<file path="config.mk">
export PLATFORM = sky130hd
export DESIGN_NAME = mac40_regs
export DESIGN_NICKNAME = d
export VERILOG_FILES = /design/src/rtl/mac40_regs.sv
export SDC_FILE = /design/constraint.sdc
export NUM_CORES = 1
export LEC_CHECK = 0
export BUFFER_PORTS_ARGS = -buffer_cell sky130_fd_sc_hd__buf_2
export CORE_MARGIN = 2
export CORE_UTILIZATION = 40
export DETAILED_ROUTE_END_ITERATION = 8
export PLACE_DENSITY = 0.54
export SKIP_CTS_REPAIR_TIMING = 1
export SYNTH_ARGS = -nofsm -noshare
export SYNTH_HDL_FRONTEND = slang
export SYNTH_SLANG_ARGS = --single-unit
</file>
<file path="constraint.sdc">
create_clock -name clk -period 21.5 [get_ports clk]
set_input_delay 1.075 -clock clk [delete_from_list [all_inputs] [get_ports clk]]
set_output_delay 1.075 -clock clk [all_outputs]
set_load 0.005 [all_outputs]
</file>
<file path="src/rtl/mac40_regs.sv">
module mac40_regs #(
  parameter int ACC_W = 40,
  parameter int OP_W  = 16,
  parameter int AW    = 8,
  parameter int DW    = 32,
  parameter int CNT_W = 6
) (
  input  logic             clk,
  input  logic             rst_n,
  input  logic [AW-1:0]    bus_addr,
  input  logic             bus_we,
  input  logic [DW-1:0]    bus_wdata,
  output logic [DW-1:0]    bus_rdata,
  input  logic [CNT_W-1:0] lz_cnt_i,
  input  logic [CNT_W-1:0] ls_cnt_i,
  output logic [ACC_W-1:0] acc_o
);
  localparam int NWIN  = ACC_W - OP_W + 1;
  localparam int TOP_W = ACC_W - 2*OP_W;
  localparam int EXT1  = ACC_W - OP_W;
  localparam int EXT2  = ACC_W - 2*OP_W;

  localparam logic [AW-1:0] A_OP0S    = AW'('h00);
  localparam logic [AW-1:0] A_OP0U    = AW'('h04);
  localparam logic [AW-1:0] A_MULS    = AW'('h08);
  localparam logic [AW-1:0] A_MULU    = AW'('h0C);
  localparam logic [AW-1:0] A_MACS    = AW'('h10);
  localparam logic [AW-1:0] A_MACU    = AW'('h14);
  localparam logic [AW-1:0] A_ADD16S  = AW'('h18);
  localparam logic [AW-1:0] A_ADD16U  = AW'('h1C);
  localparam logic [AW-1:0] A_ADD32S  = AW'('h20);
  localparam logic [AW-1:0] A_ADD32U  = AW'('h24);
  localparam logic [AW-1:0] A_LZC     = AW'('h28);
  localparam logic [AW-1:0] A_LSC     = AW'('h2C);
  localparam logic [AW-1:0] A_SHIFT   = AW'('h30);
  localparam logic [AW-1:0] A_CLEAR   = AW'('h34);
  localparam logic [AW-1:0] A_WIN0    = AW'('h38);
  localparam logic [AW-1:0] A_WINHI   = AW'('h38 + 4*OP_W);
  localparam logic [AW-1:0] A_WINTOP  = AW'('h38 + 4*NWIN);

  logic [ACC_W-1:0] acc_q;
  logic [OP_W-1:0]  op0_q;
  logic             op0_sgn;

  logic [OP_W-1:0]  wr_op;
  logic             op1_sgn;
  logic [ACC_W-1:0] op0_x, op1_x, prod, add32_x;

  assign acc_o   = acc_q;
  assign wr_op   = bus_wdata[OP_W-1:0];
  // address bit 2 set marks the unsigned twin of each trigger
  assign op1_sgn = ~bus_addr[2];
  assign op0_x   = {{EXT1{op0_sgn & op0_q[OP_W-1]}}, op0_q};
  assign op1_x   = {{EXT1{op1_sgn & wr_op[OP_W-1]}}, wr_op};
  assign prod    = op0_x * op1_x;
  assign add32_x = {{EXT2{op1_sgn & wr_op[OP_W-1]}}, wr_op, op0_q};

  always_ff @(posedge clk or negedge rst_n) begin
    if (!rst_n) begin
      acc_q   <= '0;
      op0_q   <= '0;
      op0_sgn <= 1'b0;
    end else if (bus_we) begin
      case (bus_addr)
        A_OP0S, A_OP0U: begin
          op0_q   <= wr_op;
          op0_sgn <= (bus_addr == A_OP0S);
        end
        A_MULS, A_MULU:     acc_q <= prod;
        A_MACS, A_MACU:     acc_q <= acc_q + prod;
        A_ADD16S, A_ADD16U: acc_q <= acc_q + op1_x;
        A_ADD32S, A_ADD32U: acc_q <= acc_q + add32_x;
        A_SHIFT: begin
          if (bus_wdata[2])      acc_q <= {acc_q[ACC_W-2:0], 1'b0};
          else if (bus_wdata[1]) acc_q <= {1'b0, acc_q[ACC_W-1:1]};
          else if (bus_wdata[0]) acc_q <= {acc_q[ACC_W-1], acc_q[ACC_W-1:1]};
        end
        A_CLEAR:  acc_q <= '0;
        A_WIN0:   acc_q[OP_W-1:0]         <= wr_op;
        A_WINHI:  acc_q[2*OP_W-1:OP_W]    <= wr_op;
        A_WINTOP: acc_q[ACC_W-1:2*OP_W]   <= bus_wdata[TOP_W-1:0];
        default: ;
      endcase
    end
  end

  logic [AW-1:0] win_off;
  logic          win_hit;
  assign win_off = bus_addr - A_WIN0;
  assign win_hit = (bus_addr >= A_WIN0) && (bus_addr < A_WINTOP) && (win_off[1:0] == 2'b00);

  always_comb begin
    bus_rdata = '0;
    if (bus_addr == A_LZC)         bus_rdata[CNT_W-1:0] = lz_cnt_i;
    else if (bus_addr == A_LSC)    bus_rdata[CNT_W-1:0] = ls_cnt_i;
    else if (bus_addr == A_WINTOP) bus_rdata[TOP_W-1:0] = acc_q[ACC_W-1:2*OP_W];
    else if (win_hit)              bus_rdata[OP_W-1:0]  = acc_q[win_off[AW-1:2] +: OP_W];
  end

  logic acc_touch;
  assign acc_touch = ((bus_addr >= A_MULS) && (bus_addr <= A_ADD32U) && (bus_addr[1:0] == 2'b00))
                   || bus_addr == A_SHIFT || bus_addr == A_CLEAR
                   || bus_addr == A_WIN0 || bus_addr == A_WINHI || bus_addr == A_WINTOP;


  clear_zero_chk: assert property (@(posedge clk) disable iff (!rst_n)
    (bus_we && bus_addr == A_CLEAR) |=> (acc_o == '0));


  shift_left_chk: assert property (@(posedge clk) disable iff (!rst_n)
    (bus_we && bus_addr == A_SHIFT && bus_wdata[2]) |=> (acc_o == {$past(acc_o[ACC_W-2:0]), 1'b0}));


  low_load_keep_chk: assert property (@(posedge clk) disable iff (!rst_n)
    (bus_we && bus_addr == A_WIN0) |=> (acc_o[ACC_W-1:OP_W] == $past(acc_o[ACC_W-1:OP_W])));


  ignored_write_chk: assert property (@(posedge clk) disable iff (!rst_n)
    (bus_we && !acc_touch) |=> $stable(acc_o));


  idle_hold_chk: assert property (@(posedge clk) disable iff (!rst_n)
    !bus_we |=> $stable(acc_o));
endmodule

</file>
## Word-level counts from Yosys, hierarchy flattened

Index checks and enable logic that the tools add are counted.

| storage, ports and cells | value |
|---|---|
| bits in registers | 57 |
| output and inout bits | 72 |

| cells by class | value |
|---|---|
| $add $sub $neg | 4 |
| $mul | 1 |
| $lt $le $gt $ge | 2 |
| equality and inequality tests | 18 |
| shifts and indexed selects | 1 |
| multiplexer cells | 13 |
| bitwise operators | 3 |
| reductions and logical operators | 17 |

Operators with widths:

| operator | number |
|---|---|
| 16-bit case mux with 7 select lines | 2 |
| 40-bit adder | 3 |
| 40-bit 2-to-1 mux | 2 |
| 8-bit by 6-bit == test with 1-bit output, second input constant | 7 |
| 8-bit case mux with 7 select lines | 1 |
| 40-bit by 7-bit variable part select with 16-bit output | 1 |
| 39-bit 2-to-1 mux | 1 |
| 17-bit by 17-bit multiplier with 34-bit output | 1 |
| 8-bit by 5-bit == test with 1-bit output, second input constant | 4 |
| 7-bit nonzero test | 3 |
| 10-bit 2-to-1 mux | 2 |
| 8-bit by 4-bit == test with 1-bit output, second input constant | 2 |
| 16-bit 2-to-1 mux | 1 |
| 8-bit 2-to-1 mux | 2 |
| 6-bit 2-to-1 mux | 2 |
| 3-bit AND reduction | 4 |
| 2-bit OR reduction | 5 |
| 8-bit by 3-bit == test with 1-bit output, second input constant | 1 |
| 8-bit by 7-bit == test with 1-bit output, second input constant | 1 |
| 8-bit == test, second input constant | 1 |
| 8-bit by 6-bit >= comparator with 1-bit output, second input constant | 1 |
| 8-bit logical NOT | 1 |
| 8-bit less-than comparator, second input constant | 1 |
| 8-bit by 6-bit subtractor with 8-bit output, second input constant | 1 |
| 7 further kinds | 9 |

## Longest topological paths before layout

| depth | value |
|---|---|
| word-level depth | 7 |
| gate-level depth with buffers | 38 |
| depth with buffers taken out | 35 |

## Worst setup path after synthesis

No wires, ideal clock.

| timing | value |
|---|---|
| path type | input to register |
| start | input bus_wdata[2] |
| end | register acc_q[38], in the netlist acc_o[38] |
| arrival | 9431 ps |
| data required time | 21374 ps |
| path slack | 11943 ps |
| cell stages on the path | 35 |
| path through | clkbuf_1 -> buf_1 -> clkbuf_1 -> clkbuf_1 -> nand2_1 -> fa_1 -> fa_1 -> inv_1 -> fa_1 -> inv_1 -> fa_1 -> inv_1 -> fa_1 -> inv_1 -> fa_1 -> inv_1 -> ha_1 -> a21oi_1 -> o21ai_4 -> a221o_1 -> a41oi_2 -> o21ai_0 -> a31oi_1 -> xnor2_1 -> ha_1 -> nand4_1 -> nor4b_1 -> o211ai_1 -> o32ai_2 -> o21ai_1 -> o21ai_1 -> nand3_1 -> mux2_2 -> nor2_1 -> o32a_1 |

| on the way | value |
|---|---|
| word-level cells in the longest chain between the ends | 3 |
| elaborated cells between the ends (all ways) | 8 |
| classes of those cells | 3 x add/sub; 1 x mul; 1 x eq/ne; 2 x mux; 1 x reduce/logical |

Ends and longest elaborated chain:

| what | line | source |
|---|---|---|
| from (decl) | 12 | `input logic [DW-1:0] bus_wdata,` |
| 17-bit by 17-bit multiplier with 34-bit output | 55 | `assign prod = op0_x * op1_x;` |
| 40-bit adder | 70 | `A_MACS, A_MACU: acc_q <= acc_q + prod;` |
| 8-bit case mux with 7 select lines | 64 | `case (bus_addr)` |
| to (signal assigned) | 70 |  |
| to (signal assigned) | 71 | `A_ADD16S, A_ADD16U: acc_q <= acc_q + op1_x;` |
| to (signal assigned) | 72 | `A_ADD32S, A_ADD32U: acc_q <= acc_q + add32_x;` |
| to (decl) | 41 | `logic [ACC_W-1:0] acc_q;` |

Several ways; a longest one is shown, not always the timed one.
A chain may end at the register's enable or synchronous reset.

## Final worst setup path

Same ends and word-level chain as after synthesis.

==> metrics.md <==
| Metric | Value |
|---|---|
| Clock Sinks | `57` |
| Count of flip-flops with a built-in enable after synthesis | `0` |
| Num rows | `88` |
| First-pass GRT wire length | `125,400 um` |
| Area grow syn2layout | `5.948%` |
| Worst path required time | `21,750 ps` |
| Part of the power in registers | `12.1%` |
| Final Hold Vio Count | `0` |
| DRT iter0 DRCs | `1,820` |
| Final slew viol count | `0` |
| DR WL met3 | `5386 um` |
| Worst-margin pin slew | `1126 ps` |
| Peak Freq | `94.92 MHz` |
| M1 wire length | `34,490 um` |
| Vias in the first global route | `21,490` |
| Total clock buffers created by CTS | `9` |
| Reg2reg start | `op0_q[7]$_DFFE_PN0P_` |
| WHS Path Cells | `1` |
| Reg-to-Reg End | `acc_o[38]$_DFFE_PN0P_` |
| Critical Path AT | `10,790 ps` |
| Clock share of power | `6.7%` |
| Primary FF master, synth | `dfrtp_1` |
| Post-Route WL | `80,510 um` |
| Filler cell count | `5,823` |
| Cells on worst reg2reg path | `32` |
| IO Pins | `127` |
| Register-to-register setup slack | `11,400 ps` |
| DR top layer | `met5` |
| Worst Hold Path EP | `acc_o[0]$_DFFE_PN0P_` |
| CTS tree | `built` |
| Worst-Skew Late Latency | `370 ps` |
| Leakage | `11.71 nW` |
| Synth Warn # | `0` |
| Die span in y | `244.2 um` |
| Fin crit share | `49.00%` |
| WS Path Type | `in -> reg` |
| Worst Setup End Kind | `flop` |
| Initial Utilization | `40.23%` |
| Area of the multi-input gates | `0.01980 mm^2` |
| Power Internal | `0.9575 mW` |
| Avg Cell Area, Syn | `8.307 um^2` |
| Initial antenna violation count | `4` |
| Routed met2 length | `38,700 um` |
| Synthesized instance count | `2,778` |
| Post-DP HPWL | `60,770 um` |
| Hold_ws | `667.7 ps` |
| Seq/Total Area, Yosys | `6.181%` |
| Die width | `244.2 um` |
| ANT nets after route | `0` |
| Min cycle time layout | `10,540 ps` |
| Grt total ovfl | `0` |
| Critical Path Source | `bus_wdata[2]` |
| Ys async rst share | `100.0%` |
| Worst slack at placement | `10,610 ps` |
| Max stage delay on crit path | `720 ps` |
| Worst vdd ir | `0.00005040 V` |
| Residual DRC | `0` |
| Vias per Instance | `5.948` |
| RSZ-0062 raised after global routing | `no` |
| Setup WS post-layout | `10,960 ps` |
| Setup TNS | `0 ps` |
| Worst Setup Start Kind | `input port` |
| H-tree depth | `3` |
| Tightest Hold Check Type | `reg -> reg` |
| Number of buffers on the longest clock path | `2` |
| Combinational Power Share | `81.2%` |
| Largest net degree at the start of global routing | `62` |
| Die area | `0.05963 mm^2` |
| Area of the mapped netlist | `0.02308 mm^2` |
| CTS Root Cell | `clkbuf_16` |
| Final Skew | `14.77 ps` |
| Layout cells sized above 1 | `8.970%` |
| CTS clock-pin slew for the worst setup and hold paths | `70 ps` |
| Flops & latches, synth | `57` |
| Sw Ratio | `58.05%` |
| CP Max Fanout | `25` |
| DR pass1 iterations | `5` |
| Count of unique library cells instantiated by Yosys | `96` |
| Total track usage | `27.04%` |
| Sw Pwr | `1.325 mW` |
| Nets@finish | `3,337` |
| Vias | `21,140` |
| Outcome | `completed` |
| # setup viols final | `0` |
| Slew margin rel. | `24.71%` |
| Core box area | `0.05737 mm^2` |
| Max cap viols | `0` |
| GP Congestion | `0.9564` |
| Buffers added on ports | `94` |
| PD cells | `93.36 mW/mm^2` |
| Seq. cell area | `0.001426 mm^2` |
| Hold path start | `acc_o[0]$_DFFE_PN0P_` |
| Cell with the largest stage delay on the worst path | `nor4b_1` |
| Avg WL per Cell | `22.65 um` |
| CP dominant cell by count | `fa_1` |
-- synthesized netlist by cell type, drive strengths merged, types with 5 or more instances --
cell type	count	share of area, %
o31ai	14	0.56
a311oi	8	0.33
o211ai	29	0.94
nand2b	24	0.65
a2111oi	11	0.55
nor3	21	0.46
xnor2	98	3.8
o21a	20	0.66
or3	10	0.27
a41oi	6	0.29
o22ai	25	0.68
or2	9	0.24
a221oi	21	0.88
a221o	5	0.22
inv	341	5.5
o221ai	22	0.86
o21ai	167	3.8
nand4	9	0.24
fa	299	26
mux4	27	2.6
buf	45	1.1
a21o	54	1.8
nor2b	20	0.54
a22oi	6	0.20
nor2	141	2.3
a211oi	39	1.3
o21bai	16	0.52
and3	33	0.89
mux2i	75	3.3
ha	201	11
dfrtp	57	6.2
mux2	28	1.4
and2	135	3.7
xor2	39	1.5
clkbuf	102	1.7
nand3	29	0.65
a31oi	22	0.86
nand2	322	5.2
a21oi	188	4.1
-- worst max-delay path: cells and delay by family --
family / cells / cell delay, ps
xor gates and xnor gates: 1 / 170
AOI/OAI and AO/OA: 11 / 3320
adders and majority gates: 8 / 3810
and+or+nand+nor: 5 / 1240
buffers and inverters: 6 / 880
muxes: 1 / 250
-- cell families (layout without fill, tap and decap cells) --
| group | Yosys count | after routing | synth area share, % |
|---|---|---|---|
| xor gates and xnor gates | 137 | 137 | 5.232 |
| muxes | 130 | 130 | 7.254 |
| AOI/OAI and AO/OA | 695 | 695 | 20.31 |
| and+or+nand+nor | 770 | 770 | 15.84 |
| adders and majority gates | 500 | 500 | 36.84 |
| buffers and inverters | 488 | 482 | 8.333 |
| DFF | 57 | 57 | 6.181 |
| other | 1 | 18 | 0.01625 |
-- worst max-delay path by stage --
stage                                 end  slack (ps)  depth (start not counted)
floorplan           acc_o[38]$_DFFE_PN0P_       11940                         35
global placement    acc_o[38]$_DFFE_PN0P_       10610                         32
detailed placement  acc_o[38]$_DFFE_PN0P_       10610                         32
CTS                 acc_o[38]$_DFFE_PN0P_       10980                         32
global route        acc_o[38]$_DFFE_PN0P_       10390                         32
finish              acc_o[38]$_DFFE_PN0P_       10960                         32
-- final cells by class --
cell class / instances / share of cell area, %
Antenna cell: 2 / 0.02047
Timing Repair Buffer: 125 / 2.876
Tap cell: 765 / 3.915
Clock inverter: 7 / 0.2201
Multi-Input combinational cell: 2248 / 80.98
Inverter: 341 / 5.235
Clock buffer: 9 / 0.9211
Sequential cell: 57 / 5.834
-- power groups by stage --
stage                     logic [mW]  registers (mW)  clock network [mW]
final                           1.85           0.276               0.152
after global routing            2.05           0.277               0.158
after CTS                       1.83           0.269               0.154
after detailed placement        1.82           0.271                   0
after global placement          1.80           0.270                   0
after floorplan                 1.39           0.195                   0
-- through the flow --
stage / area [um^2] / total power, mW / instances / utilization, %
2_1_floorplan: 23130 / 1.585 / 2793 / -
3_3_place_gp: 24170 / 2.068 / 3536 / 42.13
3_5_place_dp: 24170 / 2.093 / 3536 / 42.13
4_1_cts: 24440 / 2.256 / 3552 / 42.61
5_1_grt: 24440 / 2.482 / 3552 / 42.61
6_report: 24450 / 2.283 / 3554 / 42.62
-- registers in the layout (all words and copies together) (netlist names) --
name     flops
acc_o       40
op0_q       16
op0_sgn      1
-- cell usage in the layout (no fill, tap or decap), types with 31 or more instances in the layout --
master | netlist | routed
nand2_1 | 322 | 322
buf_2 | 19 | 94
inv_1 | 341 | 341
fa_1 | 299 | 299
ha_1 | 201 | 201
dfrtp_1 | 57 | 57
a21o_1 | 54 | 54
xor2_1 | 39 | 39
xnor2_1 | 97 | 97
buf_4 | 16 | 31
and2_1 | 134 | 134
a211oi_1 | 36 | 36
a21oi_1 | 188 | 188
and3_1 | 33 | 33
o21ai_0 | 152 | 152
mux2i_1 | 75 | 75
nor2_1 | 140 | 140
-- layer usage --
| layer | GRT usage, % | vias to the layer above |
|---|---|---|
| li1 | - | 9514 |
| met5 | 0 | - |
| met1 | 36.18 | 10720 |
| met3 | 3.336 | 119 |
| met2 | 46.17 | 786 |
| met4 | 6.976 | 2 |
(Power assumes the default switching activity.)
